$ cat config.mk
export PLATFORM = sky130hd
export DESIGN_NAME = seqmul_top
export DESIGN_NICKNAME = d
export VERILOG_FILES = /design/src/rtl/seqmul_pkg.sv /design/src/rtl/seqmul_adder.sv /design/src/rtl/seqmul_ctrl.sv /design/src/rtl/seqmul_dpath.sv /design/src/rtl/seqmul_top.sv
export SDC_FILE = /design/constraint.sdc
export NUM_CORES = 1
export LEC_CHECK = 0
export CAP_MARGIN = 20
export CELL_PAD_IN_SITES_DETAIL_PLACEMENT = 1
export CELL_PAD_IN_SITES_GLOBAL_PLACEMENT = 1
export CORE_MARGIN = 5
export CORE_UTILIZATION = 46
export CTS_CLUSTER_SIZE = 20
export DETAILED_ROUTE_END_ITERATION = 10
export DONT_BUFFER_PORTS = 1
export PLACE_DENSITY = 0.81
export SLEW_MARGIN = 40
export SYNTH_ARGS = -nofsm -noshare
export SYNTH_HDL_FRONTEND = slang
export SYNTH_SLANG_ARGS = --single-unit
$ cat constraint.sdc
create_clock -name clk -period 3.3 [get_ports clk]
set_clock_uncertainty 0.15 [all_clocks]
set_input_delay 0.165 -clock clk [delete_from_list [all_inputs] [get_ports clk]]
set_output_delay 0.165 -clock clk [all_outputs]
set_load 0.03 [all_outputs]
$ cat src/rtl/seqmul_pkg.sv
package seqmul_pkg;
   typedef enum logic [0:0] {
      SM_IDLE = 1'b0,
      SM_RUN  = 1'b1
   } seqmul_state_e;

   localparam int unsigned ADDER_OPERATOR = 0;
   localparam int unsigned ADDER_RIPPLE   = 1;
endpackage

$ cat src/rtl/seqmul_adder.sv
module seqmul_adder #(
   parameter int unsigned WIDTH = 32,
   parameter int unsigned STYLE = 0
) (
   input  logic [WIDTH-1:0] op_a,
   input  logic [WIDTH-1:0] op_b,
   output logic [WIDTH:0]   sum
);
   import seqmul_pkg::*;

   generate
      if (STYLE == ADDER_OPERATOR) begin : g_operator
         assign sum = {1'b0, op_a} + {1'b0, op_b};
      end else if (STYLE == ADDER_RIPPLE) begin : g_ripple
         logic [WIDTH:0]   carry;
         logic [WIDTH-1:0] bits;
         assign carry[0] = 1'b0;
         for (genvar i = 0; i < WIDTH; i++) begin : g_cell
            assign bits[i]    = op_a[i] ^ op_b[i] ^ carry[i];
            assign carry[i+1] = (op_a[i] & op_b[i]) | (op_a[i] & carry[i]) | (op_b[i] & carry[i]);
         end
         assign sum = {carry[WIDTH], bits};
      end else begin : g_bad_style
         $error("seqmul_adder: STYLE must be 0 or 1");
      end
   endgenerate
endmodule

$ cat src/rtl/seqmul_ctrl.sv
module seqmul_ctrl #(
   parameter int unsigned WIDTH = 32
) (
   input  logic clk,
   input  logic rst,
   input  logic start,
   output logic load,
   output logic step,
   output logic busy,
   output logic done
);
   import seqmul_pkg::*;

   localparam int unsigned CW = $clog2(WIDTH + 1);
   localparam logic [CW-1:0] LAST = CW'(WIDTH - 1);

   seqmul_state_e state;
   logic [CW-1:0] iter;

   assign busy = (state == SM_RUN);
   assign load = (state == SM_IDLE) && start;
   assign step = (state == SM_RUN);

   always_ff @(posedge clk) begin
      if (rst) begin
         state <= SM_IDLE;
         iter  <= '0;
         done  <= 1'b0;
      end else begin
         done <= 1'b0;
         case (state)
            SM_IDLE: begin
               if (start) begin
                  state <= SM_RUN;
                  iter  <= '0;
               end
            end
            SM_RUN: begin
               if (iter == LAST) begin
                  state <= SM_IDLE;
                  done  <= 1'b1;
               end else begin
                  iter <= iter + 1'b1;
               end
            end
            default: state <= SM_IDLE;
         endcase
      end
   end

   AST_DONE_SINGLE: assert property (@(posedge clk) disable iff (rst) done |=> !done);
   AST_RUN_CONTINUES: assert property (@(posedge clk) disable iff (rst)
      (busy && iter != LAST) |=> busy);
   AST_DONE_CLOSES_RUN: assert property (@(posedge clk) disable iff (rst)
      done |-> (!busy && $past(busy)));
   AST_START_IGNORED: assert property (@(posedge clk) disable iff (rst)
      (busy && start && iter != LAST) |=> (busy && iter == $past(iter) + 1'b1));
   AST_ITER_RANGE: assert property (@(posedge clk) disable iff (rst)
      busy |-> (iter <= LAST));
endmodule

$ cat src/rtl/seqmul_dpath.sv
module seqmul_dpath #(
   parameter int unsigned WIDTH = 32,
   parameter int unsigned ADDER_STYLE = 0
) (
   input  logic               clk,
   input  logic               rst,
   input  logic               load,
   input  logic               step,
   input  logic [WIDTH-1:0]   mcand_in,
   input  logic [WIDTH-1:0]   mplier_in,
   output logic [2*WIDTH-1:0] prod
);
   localparam int unsigned PW = 2 * WIDTH;

   logic [WIDTH-1:0] mcand_q;
   logic [WIDTH-1:0] addend;
   logic [WIDTH:0]   upper_sum;
   logic [PW-1:0]    prod_next;

   assign addend = prod[0] ? mcand_q : '0;

   seqmul_adder #(
      .WIDTH (WIDTH),
      .STYLE (ADDER_STYLE)
   ) adder_i (
      .op_a (prod[PW-1:WIDTH]),
      .op_b (addend),
      .sum  (upper_sum)
   );

   assign prod_next = {upper_sum, prod[WIDTH-1:1]};

   always_ff @(posedge clk) begin
      if (rst) begin
         mcand_q <= '0;
         prod    <= '0;
      end else if (load) begin
         mcand_q <= mcand_in;
         prod    <= {{WIDTH{1'b0}}, mplier_in};
      end else if (step) begin
         prod    <= prod_next;
      end
   end

   AST_LOAD_IMAGE: assert property (@(posedge clk) disable iff (rst)
      load |=> (prod == {{WIDTH{1'b0}}, $past(mplier_in)}));
   AST_IDLE_HOLD: assert property (@(posedge clk) disable iff (rst)
      (!load && !step) |=> $stable(prod));
   AST_LOW_SHIFT: assert property (@(posedge clk) disable iff (rst)
      step |=> (prod[WIDTH-2:0] == $past(prod[WIDTH-1:1])));
   AST_MCAND_KEPT: assert property (@(posedge clk) disable iff (rst)
      !load |=> $stable(mcand_q));
endmodule

$ cat src/rtl/seqmul_top.sv
module seqmul_top #(
   parameter int unsigned WIDTH = 32,
   parameter int unsigned ADDER_STYLE = 0
) (
   input  logic               clk,
   input  logic               rst,
   input  logic               start,
   input  logic [WIDTH-1:0]   multiplicand,
   input  logic [WIDTH-1:0]   multiplier,
   output logic               busy,
   output logic               done,
   output logic [2*WIDTH-1:0] product
);
   generate
      if (WIDTH < 2) begin : g_bad_width
         $error("seqmul_top: WIDTH must be at least 2");
      end
   endgenerate

   logic load;
   logic step;

   seqmul_ctrl #(
      .WIDTH (WIDTH)
   ) ctrl_i (
      .clk   (clk),
      .rst   (rst),
      .start (start),
      .load  (load),
      .step  (step),
      .busy  (busy),
      .done  (done)
   );

   seqmul_dpath #(
      .WIDTH       (WIDTH),
      .ADDER_STYLE (ADDER_STYLE)
   ) dpath_i (
      .clk       (clk),
      .rst       (rst),
      .load      (load),
      .step      (step),
      .mcand_in  (multiplicand),
      .mplier_in (multiplier),
      .prod      (product)
   );

   AST_ACCEPT_IDLE: assert property (@(posedge clk) disable iff (rst)
      (start && !busy) |=> busy);
   AST_DONE_IDLE: assert property (@(posedge clk) disable iff (rst)
      done |-> !busy);
endmodule

### Word-level counts from Yosys, hierarchy flattened

Cells that the tools add are included.
W data, S select, Z words.

| storage, ports and cells | value |
|---|---|
| logic and storage cells | 27 |
| register bits | 104 |
| output and inout bits | 66 |
| bits of input ports | 67 |

| cells by class | value |
|---|---|
| reductions and logical operators | 5 |
| bitwise gates (word level) | 1 |
| equal/unequal tests | 3 |
| mux-type cells | 10 |
| $add $sub $neg | 2 |

Operators by type and width:

| kind | number |
|---|---|
| $mux W32 | 3 |
| $add A32 B32 Y33 | 1 |
| $mux W6 | 2 |
| $pmux W6 S2 | 1 |
| $add A6 B1 Y6 const B | 1 |
| $eq A6 B5 Y1 const B | 1 |
| $ne A2 B2 Y1 const B | 2 |
| $reduce_or A2 Y1 | 2 |
| $mux W1 | 3 |
| $pmux W1 S2 | 1 |
| $reduce_and A2 Y1 | 1 |
| $reduce_bool A2 Y1 | 1 |
| $logic_and A1 B1 Y1 | 1 |
| $not A1 Y1 | 1 |

### Longest topological paths before layout

| logic depth | value |
|---|---|
| word-level depth | 4 |
| depth in mapped cells | 11 |
| gate-level depth less buffers | 10 |

### By module

Synthesis repeated with hierarchy kept, for this count alone.

| unflattened totals | value |
|---|---|
| cell total of the unflattened synthesis | 701 |
| area, all modules | 6296.0 µm² |

Modules (own cells, without submodules):

| module | cells an instance | area an instance (µm²) | seq. area each (µm²) | times used |
|---|---|---|---|---|
| seqmul_dpath | 385 | 4022.6 | 1921.8 | 1 |
| seqmul_adder | 274 | 1901.8 | 0.0 | 1 |
| seqmul_ctrl | 42 | 371.6 | 160.2 | 1 |

### Worst setup path after synthesis

Ideal clock, no wire load.

| path | value |
|---|---|
| kind | reg-to-reg |
| from | register dpath_i.prod[0] |
| to | register dpath_i.prod[45] |
| setup time | 0.129 ns |
| clock period less this slack | 2.975 ns |
| slack | 0.325 ns |
| cell stages (with the launch flop) | 12 |
| required time | 3.021 ns |
| path buffers | 1 |
| arrival time | 2.695 ns |
| cells stage by stage | dfxtp_1 > clkbuf_1 > and2_1 > ha_1 > fa_1 > a211oi_1 > o21bai_1 > a211o_2 > a31oi_1 > o21ai_0 > xnor2_1 > o21ai_0 |

| on the way | value |
|---|---|
| cells in the longest elaborated chain, start to end | 2 |

Ends and longest elaborated chain:

| element | RTL line | RTL |
|---|---|---|
| start: declaration | seqmul_dpath.sv:11 | `output logic [2*WIDTH-1:0] prod` |
| start signal: assignment | seqmul_dpath.sv:39 | `prod <= {{WIDTH{1'b0}}, mplier_in};` |
| start signal: assignment | seqmul_dpath.sv:41 | `prod <= prod_next;` |
| $mux W32 | seqmul_dpath.sv:20 | `assign addend = prod[0] ? mcand_q : '0;` |
| $add A32 B32 Y33 | seqmul_adder.sv:13 | `assign sum = {1'b0, op_a} + {1'b0, op_b};` |

No other way between the ends.
A chain may end at the register's enable or synchronous reset.

### Final worst setup path

Same ends and word-level chain as after synthesis.

==> results.py <==
metrics = {
    "cts": {
        "cts_root_buf": "clkbuf_16",
        "cts_made_buffers": 9,
        "ctsHtreeMaxLevel": 3,
        "cts.sinks": 104,
        "cts.path.max_buffers": 2,
        "cts_tree": "yes",
        "clk_pin_slew_ns": 0.08,
        "worstSkewPairLatency_ns": 0.37,
    },
    "power_and_ir_drop": {
        "p_clk_share_pct": 37.7,
        "seqPwrFrac_pct": 48.7,
        "internal-power_w": 0.00205,
        "switchingPower_w": 0.000914,
        "vdd_ir_drop_max_mv": 0.345,
        "p_per_area_nw_per_um2": 403,
        "comb_power_share_pct": 13.6,
        "p_leak_nw": 3.05,
        "swShare_pct": 30.8,
    },
    "detailed_routing": {
        "num_vias": 6052,
        "wl_um": 21700,
        "final_antenna_net_count": 0,
        "wl_per_cell_um": 21.0,
        "drt-initial-drc-count": 322,
        "first_pass_iters": 4,
        "via_per_inst": 5.87,
        "drc_errors": 0,
    },
    "critical_path": {
        "reg2reg_depth": 10,
        "worstPathArrival_ns": 3.25,
        "cpMostUsedCell": "o21ai_0",
        "cp_cell_sequence": "and2_1 > ha_1 > fa_1 > a211oi_2 > o21bai_1 > a211o_2 > a31oi_2 > o21ai_0 > xnor2_1 > o21ai_0",
        "r2r_slack_ns": 0.13,
        "r2r_start": "dpath_i.prod[0]",
        "required_ns": 3.38,
        "worst_path_max_delay_cell": "fa_1",
        "critPathTopFamily": "compound AO/OA/AOI/OAI gates",
        "max_stage_delay_ns": 0.45,
        "timing.critical_path.buf_inv": 0,
        "critPathCaptureType": "register",
        "worstSetupStartpointType": "register",
        "setup.worst_path.class": "reg -> reg",
        "r2r_end": "dpath_i.prod[45]",
        "crit_fanout": 15,
    },
    "synth": {
        "synthFlopType": "dfxtp_1",
        "synth_warnings": 0,
        "seq_area_frac_synth_pct": 35.1,
        "synth_top_cell_by_area": "dfxtp_1",
        "synth_common_cells": "nand2_1, nor2_1, a21oi_1, dfxtp_1, mux2i_1",
        "ys_ff_latch": 104,
        "syn_avg_cell_area_um2": 7.65,
        "synth_area_leaders": "dfxtp_1, a21oi_1, nand2_1, nor2_1, ha_1",
        "synth_cell_types": 57,
        "yosysTopAreaCellShare_pct": 35.1,
        "synth_edf_count": 0,
        "ys_async_sr_fraction_pct": 0,
        "netlist_area_um2": 5940,
        "synth_cells": 776,
        "syn_nets": 877,
    },
    "sta": {
        "fmax_mhz": 316,
        "fin_crit_sh_pct": 96.0,
        "rsz0062_at_grt": "false",
        "fin_setup_tns_ns": 0,
        "slew_viol_final": 0,
        "tightest_slew_ns": 0.668,
        "final_hold_viol_count": 0,
        "setup_viol": 0,
        "min_period_ns": 3.17,
        "maxSlewHeadroom_pct": 55.5,
    },
    "layout": {
        "drive_gt1_share_pct": 5.83,
        "syn_to_final_growth_pct": 24.0,
        "nFillCells": 1571,
        "multiInputGateArea_um2": 3660,
        "nets": 953,
        "seq_area_um2": 2090,
        "final_cells": 1031,
    },
    "min_path": {
        "hold_path_depth": 2,
        "min_to": "dpath_i.mcand_q[15]",
        "hp-start": "rst",
        "hold_class": "in -> reg",
    },
    "placed_design": {
        "dp_hpwl_um": 12800,
        "io_buffer_count": 0,
        "placed_cells": 920,
        "gp_congestion": 0.910,
    },
    "floorplanning": {
        "die_w_um": 124,
        "die-area_um2": 15300,
        "coreArea_um2": 12600,
        "num_io_pins": 133,
        "row_count": 41,
        "fp.dieH_um": 124,
        "initial_core_util_pct": 47.1,
    },
    "global_routing": {
        "grt_remaining_overflow": 0,
        "grt_pass1_wl_um": 34800,
        "grt_max_degree": 78,
        "grt_pass1_vias": 6683,
        "grtUsageTotal_pct": 29.4,
        "antenna_found_initial": 2,
    },
    "job": {
        "drv_cap": 0,
    },
    "run_status": {
        "status": "completed",
    },
}
cells by family (layout without fill, tap and decap cells):
| family | count (synthesis) | in the layout | synth area share, % |
|---|---|---|---|
| multiplexers | 40 | 40 | 6.74 |
| buffers and inverters | 53 | 134 | 3.56 |
| AND/OR/NAND/NOR | 321 | 321 | 23.5 |
| other | 0 | 2 | 0 |
| XOR/XNOR | 20 | 20 | 2.95 |
| AO/OA/AOI/OAI | 204 | 204 | 20.9 |
| flip-flops | 104 | 104 | 35.1 |
| adder cells (fa/ha/maj) | 34 | 34 | 7.29 |
cell usage in the layout (no fill, tap or decap), drive strengths merged, types with 9 or more instances in the layout:
master	n
a21o	11
a21oi	110
and2	32
buf	17
clkbuf	10
dfxtp	104
dlygate4sd3	92
ha	33
inv	14
mux2i	40
nand2	118
nand3	12
nor2	118
nor3	13
o21ai	29
xnor2	11
xor2	9
how the worst max path moves through the flow:
stage / start / endpoint / slack [ns] / cells after the start
floorplan: dpath_i.prod[0] / dpath_i.prod[45] / 0.33 / 11
detailed placement: dpath_i.prod[0] / dpath_i.prod[63] / 0.1 / 10
CTS: dpath_i.prod[0] / dpath_i.prod[45] / 0.07 / 10
global route: dpath_i.prod[0] / dpath_i.prod[45] / 0.005 / 10
global placement: dpath_i.prod[0] / dpath_i.prod[45] / 0.27 / 10
finish: dpath_i.prod[0] / dpath_i.prod[45] / 0.13 / 10
stage by stage:
stage | setup WS, ns | util (%) | hold WS, ns | power [W] | area, um^2
after floorplan | 0.325 | - | 0.151 | 0.00166 | 5940
after global placement | 0.267 | 48.4 | 0.0898 | 0.00170 | 6100
after detailed placement | 0.0982 | 48.4 | 0.0913 | 0.00172 | 6100
after CTS | 0.0685 | 58.2 | 0.0172 | 0.00294 | 7350
after global routing | 0.00489 | 58.4 | 0.0339 | 0.00308 | 7370
final | 0.131 | 58.4 | 0.0106 | 0.00297 | 7370
metal layers:
layer	part of all wire, %	GRT usage, %	up-vias
met4	3.2	12.3	0
met3	5.8	8.45	52
met5	0	0	-
li1	-	-	2852
met1	38	31.6	2971
met2	53	53.5	177
area by class of cell:
| cell class | instances | share of cell area [%] |
|---|---|---|
| Multi-Input combinational cell | 619 | 49.7 |
| Sequential cell | 104 | 28.3 |
| Timing Repair Buffer | 109 | 14.5 |
| Clock buffer | 10 | 3.24 |
| Tap cell | 172 | 2.92 |
| Clock inverter | 6 | 0.764 |
| Inverter | 9 | 0.459 |
| Antenna cell | 2 | 0.0679 |
sequential cells by signal (all words and copies together), names as in the netlist:
signal,count
ctrl_i.done,1
ctrl_i.busy,1
dpath_i.mcand_q,32
ctrl_i.iter,6
dpath_i.prod,64
what timing repair did:
item / in CTS / in global routing
hold buffers: 93 / 0
resized for setup: 1 / 2
hold endpoints to repair: 75 / 0
setup endpoints to repair: 1 / 1
pin swaps: 0 / 1
buffers inserted: 0 / 0
power by group through the flow:
stage	registers, W	logic (W)	clock network, W
final	0.00145	0.000403	0.00112
after global routing	0.00145	0.000441	0.00118
after CTS	0.00144	0.000377	0.00113
after detailed placement	0.00147	0.000254	0
after global placement	0.00147	0.000237	0
after floorplan	0.00144	0.000226	0
(Power assumes the default switching activity.)
